`src/rtl/shl_pkg.sv`:
```
package shl_pkg;
  localparam int XLEN = 64;

  typedef enum logic [1:0] {
    FORM_POST = 2'b00,
    FORM_PRE  = 2'b01,
    FORM_UOFF = 2'b10,
    FORM_RSVD = 2'b11
  } form_e;

  typedef enum logic [1:0] {
    OVL_SUPPRESS = 2'd0,
    OVL_UNKNOWN  = 2'd1,
    OVL_UNDEF    = 2'd2,
    OVL_NOP      = 2'd3
  } ovl_e;

  typedef enum logic [1:0] {
    ST_IDLE,
    ST_REQ,
    ST_WAIT,
    ST_FIN
  } state_e;

  // Byte offset implied by the form: signed 9-bit for indexed forms,
  // unsigned 12-bit scaled by the halfword size otherwise.
  function automatic logic [XLEN-1:0] form_offset(logic [1:0] form, logic [11:0] imm);
    if (form == FORM_POST || form == FORM_PRE)
      return {{(XLEN-9){imm[8]}}, imm[8:0]};
    return {{(XLEN-13){1'b0}}, imm, 1'b0};
  endfunction

  // Replicate the halfword sign bit; a narrow result clears the upper half.
  function automatic logic [XLEN-1:0] widen_half(logic [15:0] h, logic narrow);
    logic [XLEN-1:0] full;
    full = {{(XLEN-16){h[15]}}, h};
    if (narrow) full[XLEN-1:XLEN/2] = '0;
    return full;
  endfunction
endpackage

```
`src/rtl/shl_agen.sv`:
```
module shl_agen
  import shl_pkg::*;
#(
  parameter int IDX_W      = 5,
  parameter int ALIGN_BITS = 4
) (
  input  logic [1:0]       form,
  input  logic [11:0]      imm,
  input  logic [IDX_W-1:0] rn,
  input  logic [IDX_W-1:0] rt,
  input  logic [1:0]       el,
  input  logic [XLEN-1:0]  gpr_val,
  input  logic [XLEN-1:0]  sp_val,
  output logic [XLEN-1:0]  acc_addr,
  output logic [XLEN-1:0]  upd_addr,
  output logic             wback,
  output logic             sp_sel,
  output logic             tag_chk,
  output logic             priv,
  output logic             misalign,
  output logic             overlap
);
  localparam logic [IDX_W-1:0] SP_IDX = '1;

  logic [XLEN-1:0] base;
  logic [XLEN-1:0] offs;

  assign sp_sel   = (rn == SP_IDX);
  assign base     = sp_sel ? sp_val : gpr_val;
  assign offs     = form_offset(form, imm);
  assign upd_addr = base + offs;
  assign wback    = (form == FORM_POST) || (form == FORM_PRE);
  assign acc_addr = (form == FORM_POST) ? base : upd_addr;
  assign tag_chk  = wback || !sp_sel;
  assign priv     = (el != 2'd0);
  assign misalign = sp_sel && (|base[ALIGN_BITS-1:0]);
  assign overlap  = wback && (rn == rt) && !sp_sel;
endmodule

```
`src/rtl/shl_policy.sv`:
```
module shl_policy
  import shl_pkg::*;
#(
  parameter logic [1:0] POLICY = 2'd0
) (
  input  logic            overlap,
  input  logic            wback,
  input  logic [XLEN-1:0] upd_addr,
  output logic            do_wb,
  output logic [XLEN-1:0] wb_value,
  output logic            undef_hit,
  output logic            nop_hit
);
  generate
    if (POLICY == OVL_SUPPRESS) begin : g_suppress
      assign do_wb     = wback && !overlap;
      assign wb_value  = upd_addr;
      assign undef_hit = 1'b0;
      assign nop_hit   = 1'b0;
    end else if (POLICY == OVL_UNKNOWN) begin : g_unknown
      assign do_wb     = wback;
      assign wb_value  = overlap ? '1 : upd_addr;
      assign undef_hit = 1'b0;
      assign nop_hit   = 1'b0;
    end else if (POLICY == OVL_UNDEF) begin : g_undef
      assign do_wb     = wback;
      assign wb_value  = upd_addr;
      assign undef_hit = overlap;
      assign nop_hit   = 1'b0;
    end else begin : g_nop
      assign do_wb     = wback;
      assign wb_value  = upd_addr;
      assign undef_hit = 1'b0;
      assign nop_hit   = overlap;
    end
  endgenerate
endmodule

```
`src/rtl/shl_extend.sv`:
```
module shl_extend
  import shl_pkg::*;
(
  input  logic [15:0]     half,
  input  logic            narrow,
  output logic [XLEN-1:0] value
);
  assign value = widen_half(half, narrow);
endmodule

```
`src/rtl/shload_unit.sv`:
```
module shload_unit
  import shl_pkg::*;
#(
  parameter int         IDX_W          = 5,
  parameter int         ALIGN_BITS     = 4,
  parameter logic [1:0] OVERLAP_POLICY = 2'd0
) (
  input  logic             clk,
  input  logic             rst_n,
  input  logic             op_valid,
  output logic             op_ready,
  input  logic [IDX_W-1:0] op_rt,
  input  logic [IDX_W-1:0] op_rn,
  input  logic [11:0]      op_imm,
  input  logic [1:0]       op_form,
  input  logic             op_narrow,
  input  logic [1:0]       op_el,
  output logic [IDX_W-1:0] rf_raddr,
  input  logic [XLEN-1:0]  rf_rdata,
  input  logic [XLEN-1:0]  sp_rdata,
  output logic             mem_req_valid,
  input  logic             mem_req_ready,
  output logic [XLEN-1:0]  mem_req_addr,
  output logic             mem_req_priv,
  output logic             mem_req_tag,
  input  logic             mem_rsp_valid,
  input  logic [15:0]      mem_rsp_data,
  output logic             rf_we,
  output logic [IDX_W-1:0] rf_waddr,
  output logic [XLEN-1:0]  rf_wdata,
  output logic             wb_we,
  output logic [IDX_W-1:0] wb_waddr,
  output logic [XLEN-1:0]  wb_wdata,
  output logic             sp_we,
  output logic [XLEN-1:0]  sp_wdata,
  output logic             done,
  output logic             fault_align,
  output logic             fault_undef
);
  // Combinational decision on the operation being offered
  logic [XLEN-1:0] a_acc, a_upd, p_wbval;
  logic a_wback, a_spsel, a_tag, a_priv, a_misalign, a_overlap;
  logic p_dowb, p_undef, p_nop;

  // Named events, also observed by the checker
  logic accept;
  logic trap_hit;
  logic commit;

  // Captured operation
  state_e           state;
  logic [XLEN-1:0]  q_addr, q_wbval;
  logic [IDX_W-1:0] q_rt, q_rn;
  logic q_dowb, q_spsel, q_narrow, q_priv, q_tag, q_falign, q_fundef;

  assign rf_raddr = op_rn;

  shl_agen #(.IDX_W(IDX_W), .ALIGN_BITS(ALIGN_BITS)) u_agen (
    .form     (op_form),
    .imm      (op_imm),
    .rn       (op_rn),
    .rt       (op_rt),
    .el       (op_el),
    .gpr_val  (rf_rdata),
    .sp_val   (sp_rdata),
    .acc_addr (a_acc),
    .upd_addr (a_upd),
    .wback    (a_wback),
    .sp_sel   (a_spsel),
    .tag_chk  (a_tag),
    .priv     (a_priv),
    .misalign (a_misalign),
    .overlap  (a_overlap)
  );

  shl_policy #(.POLICY(OVERLAP_POLICY)) u_policy (
    .overlap   (a_overlap),
    .wback     (a_wback),
    .upd_addr  (a_upd),
    .do_wb     (p_dowb),
    .wb_value  (p_wbval),
    .undef_hit (p_undef),
    .nop_hit   (p_nop)
  );

  shl_extend u_extend (
    .half   (mem_rsp_data),
    .narrow (q_narrow),
    .value  (rf_wdata)
  );

  assign op_ready = (state == ST_IDLE);
  assign accept   = op_valid && op_ready;
  assign trap_hit = a_misalign || p_undef || p_nop;
  assign commit   = (state == ST_WAIT) && mem_rsp_valid;

  always_ff @(posedge clk or negedge rst_n) begin
    if (!rst_n) begin
      state    <= ST_IDLE;
      q_addr   <= '0;
      q_wbval  <= '0;
      q_rt     <= '0;
      q_rn     <= '0;
      q_dowb   <= 1'b0;
      q_spsel  <= 1'b0;
      q_narrow <= 1'b0;
      q_priv   <= 1'b0;
      q_tag    <= 1'b0;
      q_falign <= 1'b0;
      q_fundef <= 1'b0;
    end else begin
      case (state)
        ST_IDLE: begin
          if (accept) begin
            q_addr   <= a_acc;
            q_wbval  <= p_wbval;
            q_rt     <= op_rt;
            q_rn     <= op_rn;
            q_dowb   <= p_dowb;
            q_spsel  <= a_spsel;
            q_narrow <= op_narrow;
            q_priv   <= a_priv;
            q_tag    <= a_tag;
            q_falign <= a_misalign;
            q_fundef <= p_undef;
            state    <= trap_hit ? ST_FIN : ST_REQ;
          end
        end
        ST_REQ:  if (mem_req_ready) state <= ST_WAIT;
        ST_WAIT: if (mem_rsp_valid) state <= ST_IDLE;
        default: state <= ST_IDLE;
      endcase
    end
  end

  assign mem_req_valid = (state == ST_REQ);
  assign mem_req_addr  = q_addr;
  assign mem_req_priv  = q_priv;
  assign mem_req_tag   = q_tag;

  assign rf_we    = commit;
  assign rf_waddr = q_rt;
  assign wb_we    = commit && q_dowb && !q_spsel;
  assign wb_waddr = q_rn;
  assign wb_wdata = q_wbval;
  assign sp_we    = commit && q_dowb && q_spsel;
  assign sp_wdata = q_wbval;

  assign done        = commit || (state == ST_FIN);
  assign fault_align = (state == ST_FIN) && q_falign;
  assign fault_undef = (state == ST_FIN) && q_fundef;
endmodule

```
`config.mk`:
```
export PLATFORM = sky130hd
export DESIGN_NAME = shload_unit
export DESIGN_NICKNAME = d
export VERILOG_FILES = /design/src/rtl/shl_pkg.sv /design/src/rtl/shl_agen.sv /design/src/rtl/shl_policy.sv /design/src/rtl/shl_extend.sv /design/src/rtl/shload_unit.sv
export SDC_FILE = /design/constraint.sdc
export NUM_CORES = 1
export LEC_CHECK = 0
export ABC_AREA = 0
export CAP_MARGIN = 20
export CELL_PAD_IN_SITES_DETAIL_PLACEMENT = 1
export CELL_PAD_IN_SITES_GLOBAL_PLACEMENT = 1
export CORE_MARGIN = 1.5
export CORE_UTILIZATION = 36
export DETAILED_ROUTE_END_ITERATION = 8
export PLACE_DENSITY_LB_ADDON = 0.05
export SETUP_SLACK_MARGIN = 0.15
export SLEW_MARGIN = 20
export SYNTH_ARGS = -nofsm -noshare
export SYNTH_HDL_FRONTEND = slang
export SYNTH_SLANG_ARGS = --single-unit
```
`constraint.sdc`:
```
create_clock -name clk -period 5.25 [get_ports clk]
set_clock_uncertainty 0.1 [all_clocks]
set_input_delay 0.525 -clock clk [delete_from_list [all_inputs] [get_ports clk]]
set_output_delay 0.525 -clock clk [all_outputs]
set_load 0.01 [all_outputs]
```
# After elaboration in Yosys (flattened, before gate mapping)
# Index checks and enable logic that the tools add are counted.
# totals
register_bits	146
output_inout_bits	281
wordCells	54
# op_classes
add_sub_neg	1
eq_ne	9
mux	11
reduce_logical	22
# ops
op	count
$mux W64	4
$add A64 B64 Y64	1
$mux W32	1
$logic_and A1 B1 Y1	10
$mux W2	4
$pmux W2 S3	1
$eq A5 B5 Y1	1
$eq A5 B5 Y1 const B	1
$eq A2 B1 Y1 const B	2
$eq A2 B2 Y1 const B	2
$logic_not A2 Y1	2
$ne A2 B1 Y1 const B	2
$reduce_or A4 Y1	1
$logic_not A1 Y1	3
$logic_or A1 B1 Y1	3
$reduce_and A3 Y1	1
$ne A2 B2 Y1 const B	1
$reduce_and A2 Y1	1
$reduce_bool A2 Y1	1
$mux W1	1

# Depth between registers and ports, before layout
# logic_depth
ltp_word	7
mapped_depth	25
depth_no_buf	18

# Hierarchy
# From an unflattened synthesis, not the netlist that was laid out.
# unflattened
cells_unflattened	1708
hier_area_um2	14626.5
# by_module_without_submodules
mod	n_inst	cells_each	area_per_inst_um2	seq_area_each_um2
shl_agen	1	1183	7244.4	0.0
shload_unit	1	393	6382.4	3678.5
shl_policy	1	68	513.0	0.0
shl_extend	1	64	486.7	0.0

# Worst setup path after synthesis
# OpenSTA, ideal clock, no wires.
# synth_timing
path_kind	input port to flip-flop
start	input port op_form[1]
end	register q_addr[59], in the netlist mem_req_addr[59]
setup_ns	0.129
t_arrival_ns	5.262
setup_slack_ns	-0.241
stages	25
cell_sequence	buf_6 > nand2b_4 > buf_6 > inv_4 > buf_6 > buf_6 > buf_6 > buf_2 > buf_1 > clkbuf_1 > buf_2 > ha_1 > clkbuf_1 > inv_1 > a2111oi_0 > or4_1 > nand4_1 > a21oi_2 > a2111oi_2 > or4_4 > a31oi_4 > mux2i_1 > nand2_1 > xnor2_1 > o21ai_1
# synth_between
elab_chain_cells	6
word_cells_on_any_way	7
classes_between	add/sub (1); eq/ne (1); mux (3); reduce/logical (2)
# synth_lines
item	line	source
start, declared	shload_unit.sv:15	input logic [1:0] op_form,
$eq A2 B1 Y1 / $logic_not A2 Y1 (equally long branches)	shl_pkg.sv:28, shl_agen.sv:33	
$logic_or A1 B1 Y1	shl_pkg.sv:28	if (form == FORM_POST || form == FORM_PRE)
$mux W1	shl_pkg.sv:28	
$mux W64	shl_pkg.sv:30	return {{(XLEN-13){1'b0}}, imm, 1'b0};
$add A64 B64 Y64	shl_agen.sv:31	assign upd_addr = base + offs;
$mux W64 *	shl_agen.sv:33	assign acc_addr = (form == FORM_POST) ? base : upd_addr;
end signal, assigned	shload_unit.sv:100	q_addr <= '0;
end signal, assigned	shload_unit.sv:115	q_addr <= a_acc;
end, declared	shload_unit.sv:52	logic [XLEN-1:0] q_addr, q_wbval;
# Every way passes the cells marked *; elsewhere a longest branch is shown, timed or not.
# A chain may end at the register's enable or synchronous reset.

# Worst setup path after layout
# layout_timing
start	input port op_rn[4]
end	register q_addr[59], in the netlist mem_req_addr[59]
# layout_between
elab_chain_cells	4
# layout_lines
item	line	source
start, declared	shload_unit.sv:13	input logic [IDX_W-1:0] op_rn,
$eq A5 B5 Y1 *	shl_agen.sv:28	assign sp_sel = (rn == SP_IDX);
$mux W64 *	shl_agen.sv:29	assign base = sp_sel ? sp_val : gpr_val;
$add A64 B64 Y64	shl_agen.sv:31	
$mux W64 *	shl_agen.sv:33	
# Marked as above.

==> impl_metrics.env <==
export IMPL_ios=457
export IMPL_synth_seq_area_share_pct=27.0
export IMPL_cts_buffer_depth=2
export IMPL_critical_path_class="in -> reg"
export IMPL_pre_cts_slack_ns=-0.274
export IMPL_min_path_type="in -> reg"
export IMPL_syn_num_nets=2005
export IMPL_postSynthAreaPerCell_sq_um=7.58
export IMPL_max_freq_mhz=204
export IMPL_drcViolationCount=0
export IMPL_wl_met3_um=3350
export IMPL_path_common_cell="nand2_1"
export IMPL_async_flop_share_pct=100
export IMPL_ys_top_cells_by_count="354 x nand2_1, 146 x dfrtp_1, 140 x buf_4"
export IMPL_crit_path_end_kind="flip-flop"
export IMPL_syn2layout_area_growth_pct=40.7
export IMPL_drive_above_1_share_pct=13.0
export IMPL_core_area_sq_um=36800
export IMPL_rows=70
export IMPL_grt_pass1_wl_um=90100
export IMPL_synth_edf_count=0
export IMPL_slowest_delay_ns=0.55
export IMPL_yosysTopAreaCellShare_pct=27.0
export IMPL_setup_viol=0
export IMPL_cts_clk_slew_worst_paths_ns=0.07
export IMPL_grt_max_degree=142
export IMPL_min_period_ns=4.90
export IMPL_fp_dieArea_sq_um=38700
export IMPL_cp_max_fo=16
export IMPL_rsz0062_at_grt="yes"
export IMPL_die_width_um=197
export IMPL_cts_made_buffers=17
export IMPL_whs_ns=0.362
export IMPL_cts_root_buf="clkbuf_16"
export IMPL_p_leak_uw=0.00833
export IMPL_wire_per_inst_um=22.8
export IMPL_yosys_warnings=0
export IMPL_peakVddDrop_v=0.000250
export IMPL_worstPathArrival_ns=5.10
export IMPL_yosys_most_used_dff="dfrtp_1"
export IMPL_power_density_nw_per_um2=406
export IMPL_antenna_diode_count=0
export IMPL_crit_path_cell_trace="clkdlybuf4s50_1 > and2_2 > nand2_4 > buf_12 > nand2_1 > nand2_1 > ha_4 > nand2_1 > or3_1 > o21ba_2 > o211ai_1 > a221o_1 > a2111oi_2 > buf_4 > or4_4 > a31oi_4 > mux2i_2 > nand2_1 > xnor2_2 > o21ai_1"
export IMPL_drtIter0Drc=834
export IMPL_tns_ns=0
export IMPL_synth_seq_cells=146
export IMPL_top_layer_used="met4"
export IMPL_layout_worst_path_cycle_share_pct=93.4
export IMPL_viasPerCell=5.50
export IMPL_maxSlewViolCount=0
export IMPL_final_util_pct=51.8
export IMPL_synth_top_area_cell="dfrtp_1"
export IMPL_clock_latency_ns=0.44
export IMPL_synthMostInstantiatedCell="nand2_1"
export IMPL_clock_sinks=146
export IMPL_mappedNetlistArea_sq_um=13500
export IMPL_status="complete, no violations"
export IMPL_grt_pass1_vias=14800
export IMPL_finalWorstSetupSlack_ns=0.347
export IMPL_crit_required_ns=5.44
export IMPL_cap_violations=0
export IMPL_syn_inst=1784
export IMPL_antenna_left=0
export IMPL_cts_htree_levels=4
export IMPL_cpMaxStageDelayCell="clkdlybuf4s50_1"
export IMPL_portBuffers=425
export IMPL_m1WireLength_um=27900
export IMPL_num_vias=14600
export IMPL_cp_start_kind="input port"
export IMPL_die_h_um=197
export IMPL_cts_tree="built"
export IMPL_met2_length_um=27800
export IMPL_finalHoldViolations=0
export IMPL_hpwlAfterDp_um=48100
export IMPL_ys_top_cells_by_area="dfrtp_1 27%, nand2_1 9.8%, buf_4 7.8%"
export IMPL_drt_total_wl_um=60400
export IMPL_gp_congestion=0.938
export IMPL_timing_slew_headroom_pct=23.6
export IMPL_nFillCells=4486
export IMPL_antenna_found_initial=0
export IMPL_initial_core_util_pct=36.8
export IMPL_overflow=0
export IMPL_worst_slew_pin_slew_ns=1.14
export IMPL_yosysUniqueCellTypes=90
export IMPL_fin_nets=2386
export IMPL_grtUsageTotal_pct=30.7
export IMPL_drtPass1Iterations=5
-- final cells by class --
cell class	count	area [sq um]	share of cell area, %
Clock inverter	15	183	0.960
Inverter	30	115	0.605
Clock buffer	17	425	2.23
Timing Repair Buffer	601	5700	29.9
Sequential cell	146	3650	19.2
Tap cell	468	586	3.08
Multi-Input combinational cell	1369	8380	44.0
-- per-stage QoR --
| stage | cells | cell area, sq um | total power, uW |
|---|---|---|---|
| 3_3_place_gp | 2610 | 18300 | 6350 |
| 6_report | 2646 | 19000 | 7730 |
| 3_5_place_dp | 2610 | 18300 | 6460 |
| 4_1_cts | 2643 | 18900 | 7790 |
| 2_1_floorplan | 1784 | 13600 | 4160 |
| 5_1_grt | 2646 | 19000 | 8180 |
-- registers in the layout, summed over array words and instances, names as in the netlist --
register,count
wb_waddr,5
state,2
q_spsel,1
mem_req_tag,1
q_narrow,1
mem_req_priv,1
sp_wdata,64
mem_req_addr,64
q_falign,1
q_dowb,1
rf_waddr,5
-- logic make-up after synthesis --
family / synth area share [%]
AND/OR/NAND/NOR: 25.0
buffers and inverters: 12.1
XOR/XNOR: 6.99
multiplexers: 3.70
AO/OA/AOI/OAI: 20.8
flip-flops: 27.0
adder cells (fa/ha/maj): 4.29
other: 0.0277
-- final timing paths --
check	startpoint	endpoint	slack (ns)	cells after the start
setup / recovery	op_rn[4]	mem_req_addr[59]	0.35	20
hold / removal	op_rn[1]	wb_waddr[1]	0.36	3
setup reg to reg	state[1]	mem_req_addr[56]	2.87	6
hold reg to reg	mem_req_addr[20]	mem_req_addr[20]	0.37	2
max in group asynchronous	rst_n	mem_req_addr[27]	3.36	3
min in group asynchronous	rst_n	sp_wdata[1]	0.57	2
-- layout by cell type, fill, tap and decap left out, drive strengths merged, types with 40 or more instances in the layout --
| cell | instances |
|---|---|
| xnor2 | 84 |
| nand3 | 49 |
| nor2 | 116 |
| inv | 40 |
| dfrtp | 146 |
| ha | 44 |
| nand2 | 356 |
| a21oi | 92 |
| o21ai | 155 |
| buf | 176 |
| clkdlybuf4s50 | 421 |
| nor3 | 40 |
-- timing repair --
| action | 4_1_cts | 5_1_grt |
|---|---|---|
| endpoints found under the setup margin | 0 | 50 |
| gates resized for setup | 0 | 23 |
| endpoints found under the hold margin | 30 | 0 |
| hold buffers | 1 | 0 |
| setup buffers | 0 | 3 |
-- routing by layer --
| layer | up-vias | GRT usage (%) |
|---|---|---|
| met5 | - | 0 |
| met4 | 0 | 8.71 |
| met3 | 62 | 4.81 |
| met2 | 444 | 49.7 |
| met1 | 7131 | 42.4 |
| li1 | 6924 | - |
-- report_power, final --
| part | leakage [uW] | total [uW] | internal [uW] | switching (uW) |
|---|---|---|---|---|
| clock | 0.000300 | 1300 | 687 | 611 |
| combinational | 0.00625 | 4310 | 2190 | 2120 |
| sequential | 0.00178 | 2130 | 1660 | 461 |
| total | 0.00833 | 7730 | 4540 | 3190 |
-- worst max-delay path, delay by kind of cell --
kind            cells  cell delay, ns
compound gates      6            1.27
mux                 1            0.27
buf+inv             3            0.87
fa+ha+maj           1            0.31
simple gates        8            1.65
xor+xnor            1            0.19
Note: power is estimated with default switching activity, not from simulation.
